## src/rtl/pixel_pingpong_pkg.sv

```systemverilog
// Package: shared widths and types for the ping-pong pixel demultiplexer.
// Assumes three colour channels of equal width, packed red-high to blue-low.
package pixel_pingpong_pkg;
    localparam int CH_W  = 8;
    localparam int N_CH  = 3;
    localparam int PIX_W = CH_W * N_CH;

    typedef logic [PIX_W-1:0] pix_t;

    // Position of each channel inside a packed sample
    typedef enum logic [1:0] {
        CH_BLUE  = 2'd0,
        CH_GREEN = 2'd1,
        CH_RED   = 2'd2
    } chan_e;
endpackage

```

## src/rtl/px_phase_gen.sv

```systemverilog
// Module: px_phase_gen
// Generates the A/B pair phase and the half-rate clock output.
// Assumes every sampling edge carries a valid sample. The phase is 0 on the
// edge that takes an even sample and 1 on the edge that takes an odd sample.
// The ports update on phase-1 edges, and the half-rate clock rises there.
module px_phase_gen (
    input  logic clk,
    input  logic rst_n,
    output logic phase_o,
    output logic half_o
);
    logic phase_q;
    logic half_q;

    // Phase toggles every sampling edge; reset restarts on the even phase
    always_ff @(posedge clk) begin
        if (!rst_n) begin
            phase_q <= 1'b0;
        end else begin
            phase_q <= ~phase_q;
        end
    end

    // Half-rate clock: goes high on the update edge, low on the next one
    always_ff @(posedge clk) begin
        if (!rst_n) begin
            half_q <= 1'b0;
        end else begin
            half_q <= phase_q;
        end
    end

    assign phase_o = phase_q;
    assign half_o  = half_q;

    // Once out of reset for a cycle, the phase alternates on every edge
    p_phase_alt_r4: assert property (@(posedge clk) disable iff (!rst_n)
        $past(rst_n) |-> (phase_q != $past(phase_q)));

    // Half-rate clock toggles on every edge after the first post-reset edge
    p_half_toggle_r5: assert property (@(posedge clk) disable iff (!rst_n)
        ($past(rst_n) && $past(rst_n, 2)) |-> (half_q != $past(half_q)));
endmodule

```

## src/rtl/px_lane_split.sv

```systemverilog
// Module: px_lane_split
// Registers the incoming sample, then steers it into the even or the odd
// holding lane, one channel slice at a time.
// Assumes the load strobes come from px_phase_gen: even_ld on phase-1 edges
// (the captured sample is even) and odd_ld on phase-0 edges (the captured
// sample is odd). The even lane is thus one stage deeper than the odd lane.
module px_lane_split #(
    parameter int CH_W = 8,
    parameter int N_CH = 3,
    localparam int PIX_W = CH_W * N_CH
) (
    input  logic             clk,
    input  logic             rst_n,
    input  logic [PIX_W-1:0] smp_i,
    input  logic             even_ld,
    input  logic             odd_ld,
    output logic [PIX_W-1:0] even_o,
    output logic [PIX_W-1:0] odd_o
);
    for (genvar c = 0; c < N_CH; c++) begin : g_ch
        localparam int LO = c * CH_W;

        logic [CH_W-1:0] cap_q;
        logic [CH_W-1:0] ev_q;
        logic [CH_W-1:0] od_q;

        // Capture stage: takes one channel slice of the input every edge
        always_ff @(posedge clk) begin
            if (!rst_n) begin
                cap_q <= '0;
            end else begin
                cap_q <= smp_i[LO +: CH_W];
            end
        end

        // Even lane: keeps the earlier sample of the pair
        always_ff @(posedge clk) begin
            if (!rst_n) begin
                ev_q <= '0;
            end else if (even_ld) begin
                ev_q <= cap_q;
            end
        end

        // Odd lane: keeps the later sample of the pair
        always_ff @(posedge clk) begin
            if (!rst_n) begin
                od_q <= '0;
            end else if (odd_ld) begin
                od_q <= cap_q;
            end
        end

        assign even_o[LO +: CH_W] = ev_q;
        assign odd_o[LO +: CH_W]  = od_q;
    end
endmodule

```

## src/rtl/px_port_out.sv

```systemverilog
// Module: px_port_out
// Output registers for both ports. Both load on the same update strobe, so
// the even/odd pair appears together and stays for two sampling periods.
// Assumes upd_i is high on every other edge.
module px_port_out #(
    parameter int PIX_W = 24
) (
    input  logic             clk,
    input  logic             rst_n,
    input  logic             upd_i,
    input  logic [PIX_W-1:0] a_i,
    input  logic [PIX_W-1:0] b_i,
    output logic [PIX_W-1:0] port_a_o,
    output logic [PIX_W-1:0] port_b_o
);
    logic [PIX_W-1:0] a_q;
    logic [PIX_W-1:0] b_q;

    // Port registers: clear on reset, load the aligned pair on update edges
    always_ff @(posedge clk) begin
        if (!rst_n) begin
            a_q <= '0;
            b_q <= '0;
        end else if (upd_i) begin
            a_q <= a_i;
            b_q <= b_i;
        end
    end

    assign port_a_o = a_q;
    assign port_b_o = b_q;

    // Ports stay unchanged across any edge without an update strobe
    p_port_hold_r4: assert property (@(posedge clk) disable iff (!rst_n)
        !upd_i |=> ($stable(a_q) && $stable(b_q)));
endmodule

```

## src/rtl/pixel_pingpong_demux.sv

```systemverilog
// Module: pixel_pingpong_demux (top)
// Splits a full-rate stream of three-channel pixel samples into two
// half-rate ports. Port A holds the even sample and port B the odd sample of
// each pair, with latencies of three and two edges. Also drives the half-rate
// clock pair and a pass-through of the sampling clock pair.
// Assumes every sampling edge carries a valid sample; reset is synchronous
// and active low.
module pixel_pingpong_demux #(
    parameter int CH_W = pixel_pingpong_pkg::CH_W,
    parameter int N_CH = pixel_pingpong_pkg::N_CH,
    localparam int PIX_W = CH_W * N_CH
) (
    input  logic             clk,
    input  logic             rst_n,
    input  logic [PIX_W-1:0] smp_i,
    output logic             clk_full_o,
    output logic             clk_full_n_o,
    output logic             clk_half_o,
    output logic             clk_half_n_o,
    output logic [PIX_W-1:0] port_a_o,
    output logic [PIX_W-1:0] port_b_o
);
    logic             phase;
    logic             half;
    logic [PIX_W-1:0] even_lane;
    logic [PIX_W-1:0] odd_lane;

    // Pair phase and half-rate clock
    px_phase_gen u_phase (
        .clk     (clk),
        .rst_n   (rst_n),
        .phase_o (phase),
        .half_o  (half)
    );

    // Capture and lane steering
    px_lane_split #(
        .CH_W (CH_W),
        .N_CH (N_CH)
    ) u_split (
        .clk     (clk),
        .rst_n   (rst_n),
        .smp_i   (smp_i),
        .even_ld (phase),
        .odd_ld  (~phase),
        .even_o  (even_lane),
        .odd_o   (odd_lane)
    );

    // Aligned port registers
    px_port_out #(
        .PIX_W (PIX_W)
    ) u_ports (
        .clk      (clk),
        .rst_n    (rst_n),
        .upd_i    (phase),
        .a_i      (even_lane),
        .b_i      (odd_lane),
        .port_a_o (port_a_o),
        .port_b_o (port_b_o)
    );

    // Clock outputs: pass-through pair and half-rate pair
    assign clk_full_o   = clk;
    assign clk_full_n_o = ~clk;
    assign clk_half_o   = half;
    assign clk_half_n_o = ~half;

    // After an update, port A holds the input from four edges back
    p_lat_a_r2: assert property (@(posedge clk) disable iff (!rst_n)
        ($rose(clk_half_o) && $past(rst_n) && $past(rst_n, 2) &&
         $past(rst_n, 3) && $past(rst_n, 4))
        |-> (port_a_o == $past(smp_i, 4)));

    // After an update, port B holds the input from three edges back
    p_lat_b_r3: assert property (@(posedge clk) disable iff (!rst_n)
        ($rose(clk_half_o) && $past(rst_n) && $past(rst_n, 2) &&
         $past(rst_n, 3) && $past(rst_n, 4))
        |-> (port_b_o == $past(smp_i, 3)));

    // Port data only moves together with a rising half-rate clock
    p_move_on_rise_r5: assert property (@(posedge clk) disable iff (!rst_n)
        ($past(rst_n) && ((port_a_o != $past(port_a_o)) ||
                          (port_b_o != $past(port_b_o))))
        |-> $rose(clk_half_o));

    // The edge after reset leaves both ports cleared and the half clock low
    p_reset_clear_r7: assert property (@(posedge clk) disable iff (!rst_n)
        !$past(rst_n) |-> (port_a_o == '0 && port_b_o == '0 && !clk_half_o));
endmodule

```

## config.mk

```make
export PLATFORM = sky130hd
export DESIGN_NAME = pixel_pingpong_demux
export DESIGN_NICKNAME = d
export VERILOG_FILES = /design/src/rtl/pixel_pingpong_pkg.sv /design/src/rtl/px_phase_gen.sv /design/src/rtl/px_lane_split.sv /design/src/rtl/px_port_out.sv /design/src/rtl/pixel_pingpong_demux.sv
export SDC_FILE = /design/constraint.sdc
export NUM_CORES = 1
export LEC_CHECK = 0
export ABC_AREA = 1
export BUFFER_PORTS_ARGS = -buffer_cell sky130_fd_sc_hd__buf_2
export CAP_MARGIN = 25
export CORE_MARGIN = 10
export CORE_UTILIZATION = 55
export DETAILED_ROUTE_END_ITERATION = 8
export GPL_TIMING_DRIVEN = 0
export PLACE_DENSITY = 0.82
export SLEW_MARGIN = 20
export SYNTH_ARGS = -nofsm -noshare
export SYNTH_HDL_FRONTEND = slang
export SYNTH_HIERARCHICAL = 1
export SYNTH_SLANG_ARGS = --single-unit
```

## constraint.sdc

```tcl
create_clock -name clk -period 1.2 [get_ports clk]
set_input_delay 0.18 -clock clk [delete_from_list [all_inputs] [get_ports clk]]
set_output_delay 0.18 -clock clk [all_outputs]
set_load 0.1 [all_outputs]
```

==> results of run 1 <==
-- path summary, 6_finish.rpt --
path | from | to | slack [ns]
setup reg to reg | u_phase/phase_o$_SDFF_PN0_ | u_ports/port_b_o[16]$_SDFFE_PN0P_ | -0.03
setup / recovery | clk | clk_full_n_o | -0.11
hold / removal | smp_i[19] | u_split/g_ch[2].cap_q[3]$_SDFF_PN0_ | -0.01
hold reg to reg | u_split/g_ch[2].od_q[3]$_SDFFE_PN0P_ | u_ports/port_b_o[19]$_SDFFE_PN0P_ | 0.43
-- sequential cells by signal (all words and copies together) (netlist names) --
signal / cells
u_ports/port_b_o: 24
u_split/g_ch.cap_q: 24
u_split/g_ch.od_q: 24
u_split/g_ch.ev_q: 24
u_phase/half_o: 1
u_phase/phase_o: 1
u_ports/port_a_o: 24
-- area by class of cell --
cell class	instances	area [sq um]
Clock inverter	14	170
Tap cell	105	131
Sequential cell	122	2450
Fill cell	575	1810
Clock buffer	33	602
Inverter	100	379
Multi-Input combinational cell	410	1550
Timing Repair Buffer	88	842
Buffer	34	240
-- worst max-delay path, delay by kind of cell --
kind     cells  cell delay (ns)
buf+inv      4             0.52
-- cells in the final DEF, fill, tap and decap left out, drive strengths merged --
cell	Yosys	layout
inv	101	100
clkinvlp	0	8
bufinv	0	3
dfxtp	122	122
clkinv	0	3
nor2	193	193
buf	33	119
nand2	217	217
dlygate4sd3	0	11
clkbuf	2	25
-- repair_timing --
action,CTS,global route
cloned,1,0
hold buffers,8,3
hold endpoints to repair,8,3
gates resized for setup,68,61
setup buffers,0,11
setup endpoints to repair,107,59
-- power breakdown --
part | internal (W) | leakage (nW) | switching (W)
registers | 0.00435 | 1.01 | 0.000174
clock network | 0.00426 | 0.367 | 0.00263
logic | 0.000638 | 1.94 | 0.00156
-- cells by family (layout without fill, tap and decap cells) --
family	Yosys count	in the layout
AND/OR/NAND/NOR	410	410
buffers and inverters	136	269
flip-flops	122	122
-- layer usage --
layer | track usage (%) | part of all wire, % | up-vias
met1 | 18.7 | 40 | 1923
met2 | 32.5 | 51 | 176
met4 | 7.46 | 1.8 | 0
li1 | - | - | 2133
met5 | 0 | 0 | -
met3 | 5.30 | 6.7 | 25
-- stage by stage --
stage / util, % / power (W)
2_1_floorplan: - / 0.00673
3_5_place_dp: 62.6 / 0.00716
4_1_cts: 73.8 / 0.0130
3_3_place_gp: 62.6 / 0.00711
6_report: 77.9 / 0.0136
5_1_grt: 77.9 / 0.0141
==> flow_summary.yaml, run 1 <==
min_path:
  hold_path_class: "in2reg"
  worstHoldPathCells: 3
synthesis:
  synth_top_family_by_area: "simple AND/OR/NAND/NOR gates"
  synth.avg_cell_area_sq_um: 6.87
  synthSimpleGateAreaFrac_pct: 33.6
  synth_compound_area_share_pct: 0
  synth.most_common_cell: "nand2_1"
  synth_area_leaders: "dfxtp_1, nand2_1, nor2_1, inv_1, buf_2"
  synth.area.mux_share_pct: 0
  synth_ff_type: "dfxtp_1"
  synth_cell_types: 9
  synth_top_area_share_pct: 53.2
  async_flop_share_pct: 0
  synth_xor_area_share_pct: 0
  synthTopCellsByCount: "nand2_1, nor2_1, dfxtp_1"
  synth-seq-cells: 122
  syn_area_sq_um: 4590
  ys_seq_area_share_pct: 53.2
  synth_fp_nets: 694
  syn_inst: 668
  ys_warn_count: 6
  synthAdderAreaFrac_pct: 0
  synth_top_cell_by_area: "dfxtp_1"
  synth_edf_count: 0
grt:
  grt_pass1_vias: 4145
  grt_pass1_wl_mm: 18.6
  grt_overflow: 0
  antenna_found_initial: 0
  grt_max_degree: 12
  grtUsageTotal_pct: 17.9
sta:
  worst_clock_skew_ns: 0.124
  worstMarginPinSlew_ns: 0.461
  maxSlewViolCount: 0
  finalSetupViolations: 2
  rsz0062_at_grt: "yes"
  fin_setup_tns_ns: -0.145
  max_slew_margin_pct: 69.3
  fin_ws_ns: -0.112
  whs_ns: -0.00952
  final_hold_viol_count: 4
power:
  vdd_drop_max_mv: 2.60
  p_leak_nw: 3.32
  power_density_nw_per_um2: 2140
placement:
  dp_cells: 850
  portBuffers: 77
  dp_slack_ns: -0.0570
  gp_congestion: 0.825
  dp_hpwl_mm: 7.80
  dpl_cell_area_sq_um: 5120
die:
  rows: 33
  start_util_pct: 56.1
  die-area_sq_um: 12400
  boundaryPins: 78
  core_sq_um: 8180
  die_h_microns: 111
  fp.dieW_microns: 111
critical_path:
  critPathMaxStageDelay_ns: 0.16
  crit_chain: "clkbuf_16, clkbuf_16, clkinvlp_4, buf_12"
  worstSetupPathType: "clk2out"
  cp_max_fo: 7
  cp-start-kind: "clock port"
  required_ns: 1.02
  reg2regPathDepth: 5
  critPathSlowestCell: "buf_12"
  cp-end-kind: "primary output"
  worstPathArrival_ns: 1.13
  cpMostUsedCell: "clkbuf_16"
detailed_routing:
  drt-pass1-iter-count: 7
  antenna_left: 0
  drcViolationCount: 0
  drtIter0Drc: 248
  wl_mm: 12.0
  vias: 4257
  via_per_inst: 4.70
  avgRoutedWirePerCell_microns: 13.3
cells_and_area:
  fin_cells: 906
  fin_nets: 814
  area_delta_synth_final_pct: 38.8
  antenna_cells: 0
  final_cell_area_sq_um: 6370
  drive_above_1_share_pct: 20.6
outcome:
  violations: "hold timing, setup timing"
  status: "complete, but fails checks"
clocking:
  clk_transition_reported_paths_ns: 0.06
  clock_latency_ns: 0.39
  cts_tree: "done"
job:
  cap_violations: 0
Power figures use the tool's default switching activity.
==> run 2, diff against run 1 <==
- ABC_AREA: 1 -> not set
- PLACE_DENSITY: 0.82 -> 0.83
- clock period: 1.2 -> 1.3 ns (I/O delays scaled with it)
==> run 2 against run 1 <==
Against the previous run: the flow finishes with violations (setup timing); register-to-register slack gained 0.15 ns; non-clock buffer count shrank 23; die area shrank 2.9%; largest cell class unchanged; sequential power shrank 12%; flip-flop and latch count is the same; sequential share of layout area grew 3.8 points; clock power shrank 6.5%; clock-buffer cell count shrank 6; wire length shrank 22%; setup slack gained 0.036 ns; hold slack gained 0.030 ns.
==> flow_summary.yaml, run 2 <==
cells_and_area:
  fin_nets: 495
  area_delta_synth_final_pct: 30.7
  antenna_cells: 0
  finish.utilization_pct: 74.5
  layout_common_cells: "dfxtp_1, mux2i_1, nor2b_1"
  drive_above_1_share_pct: 28.6
  fin_cells: 584
  mostFrequentLayoutCell: "dfxtp_1"
clocking:
  cts_tree: "done"
  clk_transition_reported_paths_ns: 0.04
  hold_buffers: 0
  clock_latency_ns: 0.38
min_path:
  holdPathEnd: "u_split/g_ch[2].cap_q[7]$_SDFF_PN0_"
  hold_path_class: "in2reg"
  holdCritStartpoint: "smp_i[23]"
  worstHoldPathCells: 2
critical_path:
  cpMostUsedCell: "clkbuf_16"
  worstSetupPathType: "clk2out"
  worstPathArrival_ns: 1.18
  cp_max_fo: 5
  required_ns: 1.11
  critPathMaxStageDelay_ns: 0.16
  cp-end-kind: "primary output"
  rr_startpoint: "u_phase/phase_o$_SDFF_PN0_"
  rrSetupSlack_ns: 0.12
  cp-start-kind: "clock port"
  reg2regPathDepth: 5
  crit_chain: "clkbuf_16, clkbuf_16, clkinvlp_4, buf_12"
  reg2reg_to: "u_ports/port_a_o[5]$_SDFFE_PN0P_"
  critPathSlowestCell: "buf_12"
synthesis:
  synth_area_leaders: "dfxtp_1, mux2i_1, nor2b_1, and2_1, buf_12"
  syn_inst: 368
  synth.avg_cell_area_sq_um: 12.0
  synth_ff_type: "dfxtp_1"
  ys_seq_area_share_pct: 55.2
  async_flop_share_pct: 0
  synth_top_area_share_pct: 55.2
  ys_warn_count: 6
  synth_top_cell_by_area: "dfxtp_1"
  syn_area_sq_um: 4430
  synth_cell_types: 12
  synth-seq-cells: 122
  synth_edf_count: 0
  synth.most_common_cell: "dfxtp_1"
  synth_fp_nets: 394
  synthTopCellsByCount: "dfxtp_1, mux2i_1, nor2b_1"
sta:
  fin_ws_ns: -0.0761
  worst_clock_skew_ns: 0.109
  rsz0062_at_grt: "yes"
  finalSetupViolations: 1
  maxSlewViolCount: 0
  max_slew_margin_pct: 67.3
  worstMarginPinSlew_ns: 0.493
  final_hold_viol_count: 0
placement:
  dp_hpwl_mm: 6.32
  portBuffers: 77
  gp_congestion: 0.766
  dp_cells: 547
  dp_slack_ns: 0.00340
power:
  p_leak_nw: 2.52
  vdd_drop_max_mv: 3.32
  p_total_w: 0.0112
  power_density_nw_per_um2: 1940
outcome:
  violations: "setup timing"
  status: "complete, but fails checks"
detailed_routing:
  drcViolationCount: 0
  drt-pass1-iter-count: 4
  wl_mm: 9.45
  antenna_left: 0
  via_per_inst: 4.84
  avgRoutedWirePerCell_microns: 16.2
  drtIter0Drc: 107
  vias: 2825
die:
  fp.dieW_microns: 110
  die_h_microns: 110
  rows: 32
  start_util_pct: 57.0
  boundaryPins: 78
  core_sq_um: 7770
  die-area_sq_um: 12000
grt:
  antenna_found_initial: 0
  grtUsageTotal_pct: 16.4
  grt_max_degree: 15
  grt_pass1_vias: 3095
  grt_overflow: 0
  grt_pass1_wl_mm: 15.1
job:
  cap_violations: 0
==> run 2: changes by cell type after synthesis, moves of 3 or more <==
cell	before	now
buf_4	8	4
clkbuf_1	2	6
buf_6	5	2
inv_1	101	3
buf_2	20	6
nor2b_1	0	96
and2_1	0	24
buf_12	0	7
nand2_1	217	0
nor2_1	192	0
mux2i_1	0	96
==> run 2: area by class of cell <==
type,instances,area (sq um)
Inverter,2,11.3
Multi-Input combinational cell,218,1730
Clock inverter,14,220
Fill cell,539,1980
Buffer,24,238
Sequential cell,122,2450
Timing Repair Buffer,75,453
Tap cell,102,128
Clock buffer,27,559
==> run 2: stage by stage <==
| stage | setup TNS (ns) | cell area, sq um | hold slack [ns] |
|---|---|---|---|
| floorplan | 0 | 4440 | 0.317 |
| global placement | 0 | 4950 | 0.397 |
| detailed placement | 0 | 4950 | 0.402 |
| CTS | -0.0848 | 5770 | 0.0131 |
| global route | -0.0937 | 5780 | 0.0166 |
| finish | -0.0761 | 5780 | 0.0201 |
==> run 2: layer usage <==
layer,up-vias,GRT usage (%),routed length [microns]
met5,-,0,0
met4,0,9.48,220
met3,20,5.50,618
met2,73,27.1,4650
met1,1324,18.0,3960
li1,1408,-,-
==> run 2: worst max path at each step <==
stage / endpoint / start
floorplan: u_ports/port_a_o[0]$_SDFFE_PN0P_ / u_ports/port_a_o[0]$_SDFFE_PN0P_
global route: clk_full_n_o / clk
CTS: clk_full_n_o / clk
finish: clk_full_n_o / clk
global placement: clk_full_n_o / clk
detailed placement: u_ports/port_a_o[8]$_SDFFE_PN0P_ / rst_n
==> run 2: cells by family after synthesis <==
group,count (synthesis),synth area share (%)
muxes,96,21.7
DFF,122,55.2
and+or+nand+nor,122,17.3
buffers and inverters,28,5.79
==> run 2: worst max-delay path, delay by kind of cell <==
family                 cells  cell delay, ns
buffers and inverters      4            0.53
==> run 2: what timing repair did <==
item / 4_1_cts / 5_1_grt
pin swaps: 0 / 0
cloned: 3 / 0
setup endpoints to repair: 52 / 7
resized for setup: 35 / 6
setup buffers: 1 / 0
==> run 2: where the power goes <==
group	internal [W]	total, W	switching (W)	leakage (nW)
clock	0.00411	0.00644	0.00233	0.369
sequential	0.00388	0.00396	0.0000782	0.997
combinational	0.000344	0.000848	0.000504	1.15
total	0.00833	0.0112	0.00291	2.52
